`config.mk`:
```
export PLATFORM = sky130hd
export DESIGN_NAME = booth4_mul
export DESIGN_NICKNAME = d
export VERILOG_FILES = /design/src/rtl/booth4_mul.sv
export SDC_FILE = /design/constraint.sdc
export NUM_CORES = 1
export LEC_CHECK = 0
export BUFFER_PORTS_ARGS = -buffer_cell sky130_fd_sc_hd__buf_2
export CORE_UTILIZATION = 42
export DETAILED_ROUTE_END_ITERATION = 12
export PLACE_DENSITY = 0.71
export SYNTH_ARGS = -nofsm -noshare
export SYNTH_HDL_FRONTEND = slang
export SYNTH_SLANG_ARGS = --single-unit
```
`constraint.sdc`:
```
create_clock -name clk -period 7.5 [get_ports clk]
set_clock_uncertainty 0.05 [all_clocks]
set_input_delay 0.375 -clock clk [delete_from_list [all_inputs] [get_ports clk]]
set_output_delay 0.375 -clock clk [all_outputs]
set_load 0.05 [all_outputs]
```
`src/rtl/booth4_mul.sv`:
```
module booth4_mul #(
  parameter int WIDTH = 8
) (
  input  logic               clk,
  input  logic               rst_n,
  input  logic               start,
  input  logic [WIDTH-1:0]   mcand,
  input  logic [WIDTH-1:0]   mplier,
  output logic               busy,
  output logic               done,
  output logic [2*WIDTH-1:0] product
);
  localparam int STEPS = WIDTH / 2;
  localparam int CW    = $clog2(STEPS + 1);
  localparam int AW    = WIDTH + 2;

  logic signed [AW-1:0] hi, m_ext, addend, sum;
  logic [WIDTH-1:0]     lo, m_reg;
  logic                 q;
  logic [CW-1:0]        cnt;
  logic [2:0]           trip;

  assign trip  = {lo[1], lo[0], q};
  assign m_ext = {{2{m_reg[WIDTH-1]}}, m_reg};

  always_comb begin
    case (trip)
      3'b001, 3'b010: addend = m_ext;
      3'b011:         addend = m_ext <<< 1;
      3'b100:         addend = -(m_ext <<< 1);
      3'b101, 3'b110: addend = -m_ext;
      default:        addend = '0;
    endcase
  end

  assign sum     = hi + addend;
  assign product = {hi[WIDTH-1:0], lo};

  always_ff @(posedge clk) begin
    if (!rst_n) begin
      hi    <= '0;
      lo    <= '0;
      q     <= 1'b0;
      m_reg <= '0;
      cnt   <= '0;
      busy  <= 1'b0;
      done  <= 1'b0;
    end else begin
      done <= 1'b0;
      if (!busy) begin
        if (start) begin
          hi    <= '0;
          lo    <= mplier;
          q     <= 1'b0;
          m_reg <= mcand;
          cnt   <= '0;
          busy  <= 1'b1;
        end
      end else begin
        hi  <= sum >>> 2;
        lo  <= {sum[1:0], lo[WIDTH-1:2]};
        q   <= lo[1];
        cnt <= cnt + 1'b1;
        if (cnt == CW'(STEPS - 1)) begin
          busy <= 1'b0;
          done <= 1'b1;
        end
      end
    end
  end
endmodule

```
==> flow_summary.yaml, run 1 <==
clock_tree:
  post-cts-setup-buffer-count: 0
  numClockSinks: 30
  clk_pin_slew_worst_paths_ps: 70
  ctsHtreeMaxLevel: 2
  cts_tree: "done"
  cts_made_buffers: 5
  cts_resized: 0
  clock_insertion_delay_worst_skew_ps: 290
  cts_buffer_depth: 2
  cts.root.buffer_cell: "clkbuf_8"
  holdBufCountCts: 0
routing:
  violation_count_after_the_first_detailed_route_iteration: 105
  detail-route-antenna-nets: 0
  route.vias.total: 1919
  finalWirelength_um: 4780
  drt-pass1-iter-count: 4
  route.detailed.wl_per_inst_um: 13.1
  drt-vias-per-instance: 5.26
  count_of_unresolved_drc_violations_after_routing: 0
hold_path:
  holdCritStartpoint: "mcand[0]"
  holdCritPathClass: "in -> reg"
  hold_path_end: "m_reg[0]"
  timing.hold.worst_path_depth: 3
yosys:
  netlist-cell-type-count: 52
  top_cells_by_area_synth: "dfxtp_1 27%, mux2i_1 7.3%, ha_1 6.8%"
  mappedNetlistNets: 302
  synth_area_per_cell_um2: 8.13
  synth.ff_latch_count: 30
  async_reset_ff_share_pct: 0
  synthesis.yosys.warnings: 0
  synthesis.instances: 270
  synth-edff-count: 0
  synthesis.area_um2: 2190
  synth-seq-area-share_pct: 27.4
  post-synth-top-area-cell: "dfxtp_1"
  area_fraction_of_the_dominant_cell_type_after_synthesis_pct: 27.4
  ys.flop_type: "dfxtp_1"
sta:
  layout_worst_path_cycle_share_pct: 43.2
  worst-slew-pin-transition_ps: 893
  period_minus_slack_ps: 3240
  setup-violations-final: 0
  max_clock_freq_mhz: 309
  setup_repair_after_global_routing_missed_its_margin: "false"
  postLayoutSetupSlackWorst_ps: 4260
  timing.final.max_slew_violations: 0
  timing.slew.headroom_pct: 40.3
  setup_total_negative_slack_ps: 0
  final_hold_viol_count: 0
die:
  starting_density_of_the_core_pct: 45.0
  fp.dieW_um: 74.3
  num_rows: 25
  placeableCoreArea_um2: 4880
  die-area_um2: 5520
  top_level_ports: 37
  die_h_um: 74.3
setup_path:
  worst_r2r_path_depth: 12
  launching_element_type_of_the_critical_path: "flop"
  timing_worst_setup_path_type: "reg -> reg"
  timing.critical_path.to_type: "flop"
  reg2reg_to: "hi[8]"
  reg2reg_setup_slack_ps: 4260
  r2r_start: "lo[1]"
  crit_required_ps: 7670
  critical_path.max_fanout: 19
  crit_arrival_ps: 3410
global_routing:
  global_route.usage.total_pct: 19.2
  overflow_after_grt: 0
  number_of_antenna_violations_at_the_first_check_in_global_routing: 0
  grt_max_degree: 35
  number_of_global_route_vias_before_repair: 1705
  grt_pass1_wl_um: 8110
cells_and_area:
  layout.nets: 329
  layout.cells.most_common_list: "36 x buf_2, 30 x dfxtp_1, 24 x nand2_1"
  layout.cells.most_common: "buf_2"
  antenna_cells_inserted: 0
  layout-area-overhead-vs-synth_pct: 13.6
  share_of_layout_cells_above_drive_strength_1_pct: 17.1
  finish.instance_area_um2: 2490
placement:
  place.port_buffers: 36
  postPlaceCellArea_um2: 2380
  gpl.final_weighted_congestion: 0.862
  worst_setup_timing_slack_at_the_placement_stage_ps: 4300
  hpwl_um: 3500
outcome:
  status: "completed"
power_and_ir_drop:
  power_leakage_nw: 1.07
  power_density_nw_per_um2: 176
  worst_ir_drop_vdd_mv: 0.0813
run:
  max_cap_viol_count: 0
metrics by stage:
step / total power [mW] / hold slack [ps] / utilization [%] / cells
floorplan: 0.260 / 467 / - / 270
global placement: 0.281 / 487 / 48.8 / 357
detailed placement: 0.281 / 494 / 48.8 / 357
CTS: 0.444 / 281 / 51.1 / 365
global route: 0.462 / 292 / 51.1 / 365
finish: 0.440 / 283 / 51.1 / 365
layer usage:
layer | vias to the layer above | GRT usage [%] | share of wire (%)
met5 | - | 0 | 0
met4 | 0 | 5.66 | 1.3
met3 | 5 | 4.07 | 4.2
met2 | 47 | 29.7 | 44
met1 | 867 | 26.8 | 50
li1 | 1000 | - | -
synth_stat cells (4+ instances only):
| cell | n |
|---|---|
| o21ai_0 | 20 |
| nor3_1 | 6 |
| nor2b_1 | 23 |
| ha_1 | 12 |
| mux2i_1 | 16 |
| a21oi_1 | 20 |
| nor3b_1 | 5 |
| o21ai_1 | 4 |
| inv_1 | 7 |
| and2_1 | 8 |
| nand3_1 | 4 |
| dfxtp_1 | 30 |
| nand2_1 | 24 |
| xor2_1 | 7 |
| xnor2_1 | 6 |
| clkbuf_1 | 11 |
| nor2_1 | 16 |
power breakdown:
| part | switching (mW) | internal (mW) |
|---|---|---|
| clock network | 0.0637 | 0.0976 |
| logic | 0.0586 | 0.0386 |
| registers | 0.0136 | 0.167 |
| total | 0.136 | 0.304 |
area by class of cell:
| class | count | area (um2) |
|---|---|---|
| clock inverter | 3 | 40.0 |
| inverter | 7 | 26.3 |
| tap | 67 | 83.8 |
| timing repair buffer | 37 | 188 |
| clock buffer | 5 | 68.8 |
| fill | 500 | 2390 |
| sequential | 30 | 601 |
| multi-input combinational | 216 | 1490 |
cell families after synthesis:
group | after synthesis | synth area share, %
AO/OA/AOI/OAI | 64 | 18.5
XOR/XNOR | 13 | 5.19
adder cells (fa/ha/maj) | 13 | 7.75
buffers and inverters | 24 | 4.96
flip-flops | 30 | 27.4
multiplexers | 16 | 7.30
AND/OR/NAND/NOR | 110 | 29.0
critical path, cell delays in order, from the launching register on:
cell and delay, ps:
dfxtp_1 760, nand2_1 140, xnor2_1 180, a21oi_1 160, nor2_1 50, a311o_1 360, ha_1 340, a21oi_1 170
o22a_1 200, nor3_1 70, or3_1 370, and2_4 170, o211ai_2 140
how the worst max path moves through the flow:
stage | from | endpoint | slack, ps | depth (start not counted)
2_1_floorplan | lo[0] | hi[6] | 4350 | 12
4_1_cts | lo[1] | hi[8] | 4290 | 12
5_1_grt | lo[1] | hi[8] | 3960 | 12
3_5_place_dp | lo[1] | hi[8] | 4300 | 12
6_report | lo[1] | hi[8] | 4260 | 12
3_3_place_gp | lo[1] | hi[8] | 4300 | 12
Note: power is estimated with default switching activity, not from simulation.
==> inputs of run 2 (changes only) <==
- clock period: 7.5 -> 3 ns (I/O delays scaled with it)
==> run 2 against run 1 <==
Fmax increased by 13%. Utilization up 2.6 points. Via count grew 2.2%. Die area unchanged. Worst setup slack got worse by 4100 ps. First-iteration DRC count rose by 31%. Sequential power is 150% higher. Design area grew 5.1%. Wire length increased by 6.1%.
==> flow_summary.yaml, run 2 (synthesis results as in run 1) <==
outcome:
  status: "completed"
die:
  top_level_ports: 37
  fp.dieW_um: 74.3
  num_rows: 25
  placeableCoreArea_um2: 4880
  die-area_um2: 5520
  starting_density_of_the_core_pct: 45.0
  die_h_um: 74.3
global_routing:
  number_of_global_route_vias_before_repair: 1705
  global_route.usage.total_pct: 19.2
  number_of_antenna_violations_at_the_first_check_in_global_routing: 0
  overflow_after_grt: 0
  grt_pass1_wl_um: 8060
  grt_max_degree: 35
setup_path:
  r2r_start: "m_reg[0]"
  worst_r2r_path_depth: 12
  crit_arrival_ps: 3040
  path_cells: "or2_1, or4_4, nand2_1, xor2_1, o21ai_1, ha_1, a21o_1, a21oi_1, o21ai_1, or3_1, and2_4, o211ai_2"
  timing_worst_setup_path_type: "reg -> reg"
  critical_path.max_fanout: 4
  endpoint: "hi[8]"
  reg2reg_setup_slack_ps: 130
  reg2reg_to: "hi[8]"
  slowest_delay_ps: 450
  crit_required_ps: 3170
  launching_element_type_of_the_critical_path: "flop"
  timing.critical_path.mode_cell: "o21ai_1"
  critical_path.slowest_cell: "or4_4"
  worst_setup_path_startpoint: "m_reg[0]"
  timing.critical_path.to_type: "flop"
clock_tree:
  numClockSinks: 30
  cts_buffer_depth: 2
  clock_insertion_delay_worst_skew_ps: 290
  ctsHtreeMaxLevel: 2
  cts_made_buffers: 5
  cts_tree: "done"
  holdBufCountCts: 0
  clk_pin_slew_worst_paths_ps: 70
  cts.root.buffer_cell: "clkbuf_8"
cells_and_area:
  layout.cells.most_common_list: "36 x buf_2, 25 x dfxtp_1, 24 x nand2_1"
  finish.instance_area_um2: 2620
  share_of_layout_cells_above_drive_strength_1_pct: 24.2
  area_of_combinational_cells_with_multiple_inputs_um2: 1530
  layout-area-overhead-vs-synth_pct: 19.3
  layout.cells.most_common: "buf_2"
  fill_cells: 481
  antenna_cells_inserted: 0
  ff_latch_area_um2: 607
  layout.nets: 341
  stdcell_count: 377
power_and_ir_drop:
  worst_ir_drop_vdd_mv: 0.215
  power_density_nw_per_um2: 406
  power.total_mw: 1.06
  power_leakage_nw: 1.12
routing:
  drt-vias-per-instance: 5.20
  count_of_unresolved_drc_violations_after_routing: 0
  detail-route-antenna-nets: 0
  drt-pass1-iter-count: 4
  route.detailed.wl_per_inst_um: 13.5
  finalWirelength_um: 5070
  violation_count_after_the_first_detailed_route_iteration: 138
  route.vias.total: 1961
placement:
  postPlaceCellArea_um2: 2480
  place.port_buffers: 36
  hpwl_um: 3640
  worst_setup_timing_slack_at_the_placement_stage_ps: 23.8
  gpl.final_weighted_congestion: 0.905
  post-place-cells: 369
sta:
  final_hold_viol_count: 0
  timing.slew.headroom_pct: 67.9
  period_minus_slack_ps: 2870
  worst-slew-pin-transition_ps: 482
  setup-violations-final: 0
  timing.final.max_slew_violations: 0
  layout_worst_path_cycle_share_pct: 95.8
  postLayoutSetupSlackWorst_ps: 127
  timing.hold.ws_ps: 70.9
  max_clock_freq_mhz: 348
run:
  max_cap_viol_count: 0
hold_path:
  holdCritPathClass: "in -> reg"
[run 2: worst max-delay path, delay by kind of cell (launching register included)]
family	cells	cell delay, ps
DFF	1	330
xor gates and xnor gates	1	150
AOI/OAI and AO/OA	5	650
adders and majority gates	1	290
and+or+nand+nor	5	1350
[run 2: layout make-up]
type	count	share of cell area, %
clock inverter	2	0.478
clock buffer	6	3.15
timing repair buffer	49	10.6
multi-input combinational	216	58.4
tap	67	3.20
inverter	7	1.00
sequential	30	23.2
[run 2: worst min-delay path by stage]
stage / start / cells past startpoint / to
finish: mcand[1] / 3 / m_reg[1]
global route: mcand[4] / 3 / m_reg[4]
CTS: mcand[1] / 3 / m_reg[1]
detailed placement: mcand[0] / 3 / m_reg[0]
global placement: mcand[0] / 3 / m_reg[0]
floorplan: mcand[0] / 2 / m_reg[0]
[run 2: what timing repair did]
item	4_1_cts	5_1_grt
buffers inserted	0	0
gates resized for setup	0	15
endpoints found under the setup margin	0	4
[run 2: power by group]
part,switching [mW],internal (mW)
logic,0.157,0.113
registers,0.0302,0.419
clock network,0.159,0.184
[run 2: metrics by stage]
stage                     utilization (%)  TNS (ps)
final                                53.7         0
after global routing                 53.7     -14.0
after CTS                            52.7         0
after detailed placement             50.7         0
after global placement               50.7         0
after floorplan                         -         0
[run 2: per-layer routing]
layer	vias up	GRT usage, %	wire [um]
li1	1021	-	-
met1	877	25.7	2450
met2	57	31.6	2300
met3	6	3.25	250
met4	0	6.29	66
met5	-	0	0
==> inputs of run 3 (changes only) <==
- CORE_ASPECT_RATIO: not set -> 1.1
==> run 3 against run 2 <==
Utilization is 1.5 points lower. Sequential share of layout area fell by 0.17 points. Global-route usage rose by 0.74 points. Non-clock buffer count is 7 higher. Critical path depth did not move. Count of clock-buffer cells in the layout shrank 1. Power decreased by 3.4%. Combinational power increased by 2%. Die area barely moved. Hold slack better by 0.89 ps. Register-to-register slack barely moved. Flip-flop and latch count did not move. Critical path type unchanged. Highest routed layer unchanged.
==> flow_summary.yaml, run 3 (synthesis results as in run 1) <==
power_and_ir_drop:
  worst_ir_drop_vdd_mv: 0.244
  switching_share_pct: 32.5
  clkPwrFrac_pct: 29.2
  internal-power_mw: 0.693
  part_of_the_power_in_combinational_logic_pct: 26.8
  share_seq_of_total_power_pct: 44.0
  power.net_switching_mw: 0.333
  power_leakage_nw: 1.15
  power_density_nw_per_um2: 390
setup_path:
  timing_worst_setup_path_type: "reg -> reg"
  slowest_delay_ps: 540
  critical_path.slowest_cell: "or4_4"
  launching_element_type_of_the_critical_path: "flop"
  critical_path.max_fanout: 5
  crit_arrival_ps: 3050
  timing.critical_path.mode_cell: "o21ai_1"
  timing.critical_path.to_type: "flop"
  path_cells: "buf_4, or4_4, nand2_1, xor2_1, o21ai_1, ha_1, a21o_1, a21oi_1, o21ai_1, or3_1, and2_4, o211ai_2"
  crit_required_ps: 3160
placement:
  hpwl_um: 3850
  gpl.final_weighted_congestion: 0.885
  place.port_buffers: 36
  postPlaceCellArea_um2: 2520
routing:
  violation_count_after_the_first_detailed_route_iteration: 123
  finalWirelength_um: 5190
  count_of_unresolved_drc_violations_after_routing: 0
  drt-pass1-iter-count: 6
  route.detailed.wl_per_inst_um: 13.9
  route.vias.total: 2021
  drt-vias-per-instance: 5.40
  detail-route-antenna-nets: 0
run:
  max_cap_viol_count: 0
sta:
  setup_total_negative_slack_ps: 0
  layout_worst_path_cycle_share_pct: 96.2
  worst-slew-pin-transition_ps: 835
  period_minus_slack_ps: 2890
  final_hold_viol_count: 0
  setup-violations-final: 0
  timing.final.max_slew_violations: 0
  timing.slew.headroom_pct: 44.2
  max_clock_freq_mhz: 346
die:
  fp.dieW_um: 70.9
  top_level_ports: 37
  die_h_um: 77.8
  placeableCoreArea_um2: 5030
  die-area_um2: 5520
  starting_density_of_the_core_pct: 43.6
  num_rows: 27
global_routing:
  global_route.usage.total_pct: 20.0
  overflow_after_grt: 0
  number_of_global_route_vias_before_repair: 1906
  grt.met2_usage_pct: 34.9
  number_of_antenna_violations_at_the_first_check_in_global_routing: 0
  global_route.peak_usage_layer: "met2"
  grt_max_degree: 35
  use_met1_pct: 24.5
  grt_pass1_wl_um: 8720
  grtUsageMet3_pct: 4.03
cells_and_area:
  layout-area-overhead-vs-synth_pct: 19.7
  finish.instance_area_um2: 2630
  antenna_cells_inserted: 0
  share_of_layout_cells_above_drive_strength_1_pct: 24.1
  layout.nets: 348
  layout.cells.most_common: "buf_2"
  layout.cells.most_common_list: "36 x buf_2, 27 x dfxtp_1, 24 x nand2_1"
clock_tree:
  cts_buffer_depth: 2
  ctsHtreeMaxLevel: 2
  cts_made_buffers: 5
  clock_insertion_delay_worst_skew_ps: 280
  cts.root.buffer_cell: "clkbuf_8"
  numClockSinks: 30
  holdBufCountCts: 0
  clk_pin_slew_worst_paths_ps: 60
  cts_tree: "done"
hold_path:
  holdCritPathClass: "in -> reg"
outcome:
  status: "completed"
## run 3: changes by cell type in the layout (fill, tap and decap cells not counted), sizes merged
cell	before	now
buf	49	56
clkbuf	6	5
clkinv	1	2
clkinvlp	1	0
## run 3: cell type report
cell class | count | area (um2)
Clock buffer | 5 | 68.8
Clock inverter | 2 | 10.0
Fill cell | 511 | 2410
Inverter | 7 | 26.3
Multi-Input combinational cell | 216 | 1520
Sequential cell | 30 | 604
Tap cell | 58 | 72.6
Timing Repair Buffer | 56 | 330
## run 3: final timing paths
path,slack [ps],to,cells after the start,from
setup / recovery,110,hi[8],12,m_reg[2]
hold / removal,70,m_reg[1],3,mcand[1]
setup reg to reg,110,hi[8],12,m_reg[2]
hold reg to reg,510,cnt[0],2,cnt[0]
## run 3: repair_timing
action / in CTS / in global routing
endpoints found under the setup margin: 0 / 4
resized for setup: 0 / 7
setup buffers: 0 / 0
## run 3: layer usage
metal,vias to the layer above,share of wire [%]
met3,6,3.5
met1,937,46
li1,1039,-
met2,39,50
met5,-,0
met4,0,1.2
## run 3: power by group through the flow
stage	sequential, mW	clock [mW]	combinational, mW
after floorplan	0.483	0	0.166
after global placement	0.457	0	0.263
after detailed placement	0.458	0	0.267
after CTS	0.449	0.308	0.269
after global routing	0.455	0.327	0.301
final	0.451	0.300	0.275
## run 3: critical path: cells and delay by family (launching register included)
family | cells | cell delay, ps
AO/OA/AOI/OAI | 5 | 650
buffers and inverters | 1 | 180
flip-flops | 1 | 360
adder cells (fa/ha/maj) | 1 | 290
AND/OR/NAND/NOR | 4 | 1130
XOR/XNOR | 1 | 150
## run 3: per-stage QoR
stage	utilization, %	hold WS [ps]	std cells	power (mW)	setup slack [ps]
floorplan	-	260	270	0.649	30.7
global placement	50.0	359	367	0.720	79.9
detailed placement	50.0	364	367	0.724	45.7
CTS	51.6	71.9	374	1.03	26.2
global route	52.2	87.0	374	1.08	-18.2
finish	52.2	71.8	374	1.03	113
